--- config.mk ---
export PLATFORM = sky130hd
export DESIGN_NAME = pci_dma_xlat
export DESIGN_NICKNAME = d
export VERILOG_FILES = /design/src/rtl/xlat_pkg.sv /design/src/rtl/xlat_regs.sv /design/src/rtl/xlat_match.sv /design/src/rtl/xlat_walk.sv /design/src/rtl/pci_dma_xlat.sv
export SDC_FILE = /design/constraint.sdc
export NUM_CORES = 1
export LEC_CHECK = 0
export ABC_CLOCK_PERIOD_IN_PS = 3400
export CORE_ASPECT_RATIO = 1.1
export CORE_MARGIN = 1
export CORE_UTILIZATION = 45
export CTS_CLUSTER_DIAMETER = 120
export DETAILED_ROUTE_END_ITERATION = 10
export HOLD_SLACK_MARGIN = 0.05
export PLACE_DENSITY = 0.71
export SLEW_MARGIN = 20
export SYNTH_ARGS = -nofsm -noshare
export SYNTH_HDL_FRONTEND = slang
export SYNTH_HIERARCHICAL = 1
export SYNTH_SLANG_ARGS = --single-unit
--- constraint.sdc ---
create_clock -name clk -period 3.4 [get_ports clk]
set_clock_uncertainty 0.1 [all_clocks]
set_input_delay 0.34 -clock clk [delete_from_list [all_inputs] [get_ports clk]]
set_output_delay 0.34 -clock clk [all_outputs]
set_load 0.01 [all_outputs]
--- src/rtl/xlat_pkg.sv ---
package xlat_pkg;

  localparam int CFG_AW = 2;

  localparam logic [CFG_AW-1:0] CFG_WIN_BASE = 2'd0;
  localparam logic [CFG_AW-1:0] CFG_WIN_MASK = 2'd1;
  localparam logic [CFG_AW-1:0] CFG_DIR_BASE = 2'd2;

  typedef enum logic [1:0] {
    PERM_NONE = 2'b00,
    PERM_RW   = 2'b11
  } perm_t;

  typedef enum logic [1:0] {
    ST_IDLE,
    ST_FETCH,
    ST_WAIT,
    ST_RESP
  } walk_st_t;

endpackage

--- src/rtl/xlat_regs.sv ---
module xlat_regs
  import xlat_pkg::*;
#(
  parameter int ADDR_W = 64
) (
  input  logic              clk,
  input  logic              rst_n,
  input  logic              we,
  input  logic [CFG_AW-1:0] waddr,
  input  logic [ADDR_W-1:0] wdata,
  input  logic              busy,
  output logic [ADDR_W-1:0] win_base,
  output logic [ADDR_W-1:0] win_mask,
  output logic [ADDR_W-1:0] dir_base
);

  logic wr_ok;
  assign wr_ok = we && !busy;

  always_ff @(posedge clk) begin
    if (!rst_n) begin
      win_base <= '0;
      win_mask <= '0;
      dir_base <= '0;
    end else if (wr_ok) begin
      case (waddr)
        CFG_WIN_BASE: win_base <= wdata;
        CFG_WIN_MASK: win_mask <= wdata;
        CFG_DIR_BASE: dir_base <= wdata;
        default: ;
      endcase
    end
  end

endmodule

--- src/rtl/xlat_match.sv ---
module xlat_match #(
  parameter int ADDR_W    = 64,
  parameter int PAGE_BITS = 12,
  parameter int ENT_LOG2  = 3,
  parameter int SYS_W     = 40
) (
  input  logic [ADDR_W-1:0] page_addr,
  input  logic [ADDR_W-1:0] win_base,
  input  logic [ADDR_W-1:0] win_mask,
  input  logic [ADDR_W-1:0] dir_base,
  output logic              hit,
  output logic [ADDR_W-1:0] bypass_addr,
  output logic [ADDR_W-1:0] entry_addr
);

  localparam logic [ADDR_W-1:0] EN_BIT = {{(ADDR_W-1){1'b0}}, 1'b1};

  logic              win_en;
  logic [ADDR_W-1:0] cmp_base;
  logic [ADDR_W-1:0] page_idx;

  assign win_en   = win_base[0];
  assign cmp_base = win_base & ~EN_BIT;
  assign hit      = win_en && ((page_addr & win_mask) == cmp_base);

  assign page_idx   = page_addr >> PAGE_BITS;
  assign entry_addr = dir_base + (page_idx << ENT_LOG2);

  generate
    if (SYS_W > 32) begin : g_remap
      localparam logic [ADDR_W-1:0] HI_SET =
        {{(ADDR_W-SYS_W){1'b0}}, {(SYS_W-32){1'b1}}, 32'h0};
      logic fits32;
      logic hi_win;
      assign fits32      = (page_addr[ADDR_W-1:32] == '0);
      assign hi_win      = fits32 && (page_addr[31:28] == 4'hF);
      assign bypass_addr = hi_win ? (page_addr | HI_SET) : page_addr;
    end else begin : g_identity
      assign bypass_addr = page_addr;
    end
  endgenerate

endmodule

--- src/rtl/xlat_walk.sv ---
module xlat_walk
  import xlat_pkg::*;
#(
  parameter int ADDR_W    = 64,
  parameter int PAGE_BITS = 12
) (
  input  logic              clk,
  input  logic              rst_n,
  input  logic              req_valid,
  input  logic [ADDR_W-1:0] page_addr,
  input  logic              hit,
  input  logic [ADDR_W-1:0] bypass_addr,
  input  logic [ADDR_W-1:0] entry_addr,
  input  logic              mem_rvalid,
  input  logic [ADDR_W-1:0] mem_rdata,
  output logic              req_ready,
  output logic              busy,
  output logic              mem_rd,
  output logic [ADDR_W-1:0] mem_addr,
  output logic              rsp_valid,
  output logic [ADDR_W-1:0] rsp_iova,
  output logic [ADDR_W-1:0] rsp_paddr,
  output logic [1:0]        rsp_perm,
  output logic              rsp_fault
);

  localparam logic [ADDR_W-1:0] VALID_BIT = {1'b1, {(ADDR_W-1){1'b0}}};
  localparam logic [ADDR_W-1:0] OFS_MASK  = {{(ADDR_W-PAGE_BITS){1'b0}}, {PAGE_BITS{1'b1}}};

  walk_st_t          st;
  logic [ADDR_W-1:0] iova_q;
  logic [ADDR_W-1:0] paddr_q;
  logic [ADDR_W-1:0] maddr_q;
  logic [1:0]        perm_q;
  logic              fault_q;
  logic              ent_ok;

  assign ent_ok = (mem_rdata & VALID_BIT) != '0;

  always_ff @(posedge clk) begin
    if (!rst_n) begin
      st      <= ST_IDLE;
      iova_q  <= '0;
      paddr_q <= '0;
      maddr_q <= '0;
      perm_q  <= PERM_NONE;
      fault_q <= 1'b0;
    end else begin
      case (st)
        ST_IDLE: begin
          if (req_valid) begin
            iova_q <= page_addr;
            if (hit) begin
              maddr_q <= entry_addr;
              st      <= ST_FETCH;
            end else begin
              paddr_q <= bypass_addr;
              perm_q  <= PERM_RW;
              fault_q <= 1'b0;
              st      <= ST_RESP;
            end
          end
        end
        ST_FETCH, ST_WAIT: begin
          if (mem_rvalid) begin
            if (ent_ok) begin
              paddr_q <= mem_rdata & ~(VALID_BIT | OFS_MASK);
              perm_q  <= PERM_RW;
              fault_q <= 1'b0;
            end else begin
              paddr_q <= '0;
              perm_q  <= PERM_NONE;
              fault_q <= 1'b1;
            end
            st <= ST_RESP;
          end else begin
            st <= ST_WAIT;
          end
        end
        ST_RESP: st <= ST_IDLE;
        default: st <= ST_IDLE;
      endcase
    end
  end

  assign req_ready = (st == ST_IDLE);
  assign busy      = (st != ST_IDLE);
  assign mem_rd    = (st == ST_FETCH);
  assign mem_addr  = maddr_q;
  assign rsp_valid = (st == ST_RESP);
  assign rsp_iova  = iova_q;
  assign rsp_paddr = paddr_q;
  assign rsp_perm  = perm_q;
  assign rsp_fault = fault_q;

endmodule

--- src/rtl/pci_dma_xlat.sv ---
module pci_dma_xlat
  import xlat_pkg::*;
#(
  parameter int ADDR_W    = 64,
  parameter int PAGE_BITS = 12,
  parameter int ENT_LOG2  = 3,
  parameter int SYS_W     = 40
) (
  input  logic              clk,
  input  logic              rst_n,
  input  logic              cfg_we,
  input  logic [CFG_AW-1:0] cfg_addr,
  input  logic [ADDR_W-1:0] cfg_wdata,
  input  logic              req_valid,
  output logic              req_ready,
  input  logic [ADDR_W-1:0] req_addr,
  output logic              mem_rd,
  output logic [ADDR_W-1:0] mem_addr,
  input  logic              mem_rvalid,
  input  logic [ADDR_W-1:0] mem_rdata,
  output logic              rsp_valid,
  output logic [ADDR_W-1:0] rsp_iova,
  output logic [ADDR_W-1:0] rsp_paddr,
  output logic [1:0]        rsp_perm,
  output logic              rsp_fault
);

  localparam logic [ADDR_W-1:0] OFS_MASK = {{(ADDR_W-PAGE_BITS){1'b0}}, {PAGE_BITS{1'b1}}};

  logic [ADDR_W-1:0] page_addr;
  logic [ADDR_W-1:0] win_base, win_mask, dir_base;
  logic [ADDR_W-1:0] bypass_addr, entry_addr;
  logic              hit, busy;

  assign page_addr = req_addr & ~OFS_MASK;

  xlat_regs #(.ADDR_W(ADDR_W)) u_regs (
    .clk(clk), .rst_n(rst_n), .we(cfg_we), .waddr(cfg_addr), .wdata(cfg_wdata),
    .busy(busy), .win_base(win_base), .win_mask(win_mask), .dir_base(dir_base)
  );

  xlat_match #(.ADDR_W(ADDR_W), .PAGE_BITS(PAGE_BITS), .ENT_LOG2(ENT_LOG2), .SYS_W(SYS_W)) u_match (
    .page_addr(page_addr), .win_base(win_base), .win_mask(win_mask), .dir_base(dir_base),
    .hit(hit), .bypass_addr(bypass_addr), .entry_addr(entry_addr)
  );

  xlat_walk #(.ADDR_W(ADDR_W), .PAGE_BITS(PAGE_BITS)) u_walk (
    .clk(clk), .rst_n(rst_n), .req_valid(req_valid), .page_addr(page_addr), .hit(hit),
    .bypass_addr(bypass_addr), .entry_addr(entry_addr), .mem_rvalid(mem_rvalid),
    .mem_rdata(mem_rdata), .req_ready(req_ready), .busy(busy), .mem_rd(mem_rd),
    .mem_addr(mem_addr), .rsp_valid(rsp_valid), .rsp_iova(rsp_iova),
    .rsp_paddr(rsp_paddr), .rsp_perm(rsp_perm), .rsp_fault(rsp_fault)
  );

endmodule

==> reports/summary.txt <==
area of the die = 45400 µm²
Detailed Route WL = 70100 µm
Cells after Synth = 2319
largest net degree at the start of global routing = 95
# nets final = 3094
Placed Area = 25600 µm²
initial antenna violation count = 3
vias per inst = 5.38
Worst-path clk slew = 0.06 ns
fmax = 0.309 GHz
Crit. End Element = flip-flop
hpwl dp = 53700 µm
Max-Cap Viols = 0
RD Place Congestion = 0.920
Pwr Density = 605 nW/µm²
number of enable flip-flop cells after synthesis = 0
height of the die = 223 µm
syn avg cell area = 8.65 µm²
Area Overhead vs Synth = 35.9%
worst-margin pin slew = 0.712 ns
Critical Path AT = 3.64 ns
CTS Root Cell = clkbuf_16
Initial Util = 46.0%
Synth warnings = 6
Synth Cell Area = 20100 µm²
Final Instance Area = 27300 µm²
Slew HR = 52.4%
Vias = 18600
Total Routing Usage GR = 29.9%
Yosys top cell by area = dfxtp_1
Crit Path Max Fanout = 5
routed len/inst = 20.3 µm
worst hold path type = in -> reg
fin crit period = 3.24 ns
Ports = 397
Core ar. = 43600 µm²
Initial DRT Pass Iterations = 7
Synth Register Bits = 388
CTS tree = yes
Worst VDD drop = 0.000444 V
pre-CTS setup slack = -0.361 ns
layout cells sized above 1 = 14.7%
kind of critical path = reg -> reg
period utilisation layout = 95.2%
Main synth FF type = dfxtp_1
# setup viols final = 0
worst setup margin = 0.162 ns
largest cells by area after synthesis = dfxtp_1, nand2_1, mux2i_1, a21boi_0, xnor2_1
Layout fillers = 3811
# rows = 80
RSZ-0062 raised after global routing = no
htree depth = 2
fin util = 62.5%
WHS = 0.0974 ns
outcome = completed
gr ovfl total = 0
worst path required time = 3.81 ns
Detail Route Antenna Nets = 0
PortBufs = 372
P_leak = 11.4 nW
final hold viol count = 0
sequential-to-total area share from yosys stat = 38.7%
vias in the first global route = 18300
max-slew violations = 0
global-route wire length before repair = 105000 µm
number of buffers created by CTS = 43
initial drt markers = 1273
clk_lat worst skew = 0.58 ns
DR DRC count = 0
Post-synth ARST share = 0%
total power after layout = 16.5 mW
Die X-Extent = 203 µm
# clock sinks = 388
synth unique cells = 71
CTS Buffer Depth = 3
Synth top area share = 38.7%
Startpoint Class = flip-flop
[final cells by class]
cell class / count / area, µm² / area share [%]
well taps: 574 / 718 / 2.63
flip-flops and latches: 388 / 7770 / 28.5
clock buffers: 51 / 1150 / 4.20
clock inverters: 28 / 457 / 1.68
diodes: 3 / 7.51 / 0.0275
repair buffers: 643 / 5980 / 21.9
multi-input cells: 1745 / 11100 / 40.8
inverters: 17 / 63.8 / 0.234
[cells in the mapped netlist, types with 7 or more instances]
master,n
a21boi_0,142
a21o_1,21
a21oi_1,64
a221oi_1,13
a221oi_2,42
a31oi_1,9
and3_1,17
buf_1,8
buf_12,7
buf_2,45
buf_4,70
buf_6,16
clkbuf_1,58
dfxtp_1,388
ha_1,56
inv_1,17
mux2i_1,194
nand2_1,651
nand2b_1,7
nand3_1,30
nand4_1,16
nor2_1,97
nor3_1,17
nor3b_1,51
nor4_1,24
o211ai_1,10
o21ai_0,34
o21ai_1,11
o21bai_1,9
or2_2,10
xnor2_1,82
xor2_1,17
[power by group]
part | internal, mW | switching (mW) | leakage, nW
logic | 2.61 | 3.17 | 7.44
clock network | 3.27 | 2.02 | 0.770
registers | 5.10 | 0.317 | 3.15
total | 11.0 | 5.51 | 11.4
[metrics by stage]
step	cells	setup TNS, ns
floorplan	2354	0
global placement	3366	-25.07
detailed placement	3366	-28.54
CTS	3445	0
global route	3449	0
finish	3449	0
[cell families (layout without fill, tap and decap cells)]
family / Yosys count / in the layout / share of synthesized area (%)
AND/OR/NAND/NOR: 947 / 947 / 20.5
AO/OA/AOI/OAI: 412 / 412 / 16.3
flip-flops: 388 / 388 / 38.7
buffers and inverters: 221 / 739 / 6.89
multiplexers: 194 / 194 / 9.68
XOR/XNOR: 99 / 99 / 4.32
adder cells (fa/ha/maj): 57 / 57 / 3.59
other: 1 / 39 / 0.0187
[registers in the layout (all words and copies together), names as in the netlist]
name,flops
u_walk/mem_addr,64
u_walk/rsp_iova,64
u_walk/rsp_fault,1
u_regs/win_base,64
u_walk/rsp_perm,1
u_walk/st,2
u_regs/dir_base,64
u_walk/rsp_paddr,64
u_regs/win_mask,64
[final timing paths]
kind / from / to / slack [ns] / cells past startpoint
setup / recovery: u_regs/dir_base[4]$_SDFFE_PN0P_ / u_walk/mem_addr[52]$_SDFFE_PN0P_ / 0.16 / 11
hold / removal: rst_n / u_walk/rsp_iova[3]$_SDFFE_PN0P_ / 0.1 / 2
setup reg to reg: u_regs/dir_base[4]$_SDFFE_PN0P_ / u_walk/mem_addr[52]$_SDFFE_PN0P_ / 0.16 / 11
hold reg to reg: u_walk/mem_addr[58]$_SDFFE_PN0P_ / u_walk/mem_addr[58]$_SDFFE_PN0P_ / 0.36 / 2
[timing repair]
action,4_1_cts,5_1_grt
hold buffers,0,0
setup buffers,0,1
endpoints found under the hold margin,0,0
resized for setup,0,3
setup endpoints to repair,0,4
[cells in the final DEF, fill, tap and decap left out, types with 17 or more instances in the layout]
cell type / netlist / layout
conb_1: 1 / 36
a21o_1: 21 / 21
buf_12: 7 / 17
a21oi_1: 64 / 64
xor2_1: 17 / 17
nand2_1: 651 / 649
dfxtp_1: 388 / 388
nor3b_1: 51 / 51
xnor2_1: 82 / 82
clkdlybuf4s50_1: 0 / 371
clkbuf_16: 0 / 43
a221oi_2: 42 / 42
nor2_1: 97 / 97
a21boi_0: 142 / 142
nand3_1: 30 / 30
o21ai_0: 34 / 34
ha_1: 56 / 56
nor4_1: 24 / 24
buf_4: 70 / 254
mux2i_1: 194 / 194
[worst max-delay path: stages (launching register included)]
cell and delay [ns]:
dfxtp_1 0.35, ha_1 0.35, a211oi_1 0.23, o21bai_1 0.15, a31oi_1 0.57, o211a_1 0.33, nor3_2 0.11, o31a_1 0.35
o211a_1 0.23, a211oi_2 0.19, nand2_1 0.06, a21boi_0 0.14
[routing by layer]
metal / vias to the layer above / wire length [µm] / global-route usage, %
li1: 8918 / - / -
met1: 8908 / 28400 / 35.4
met2: 588 / 35400 / 53.4
met3: 143 / 3440 / 4.00
met4: 0 / 2810 / 12.9
met5: - / 0 / 0
(Power assumes the default switching activity.)
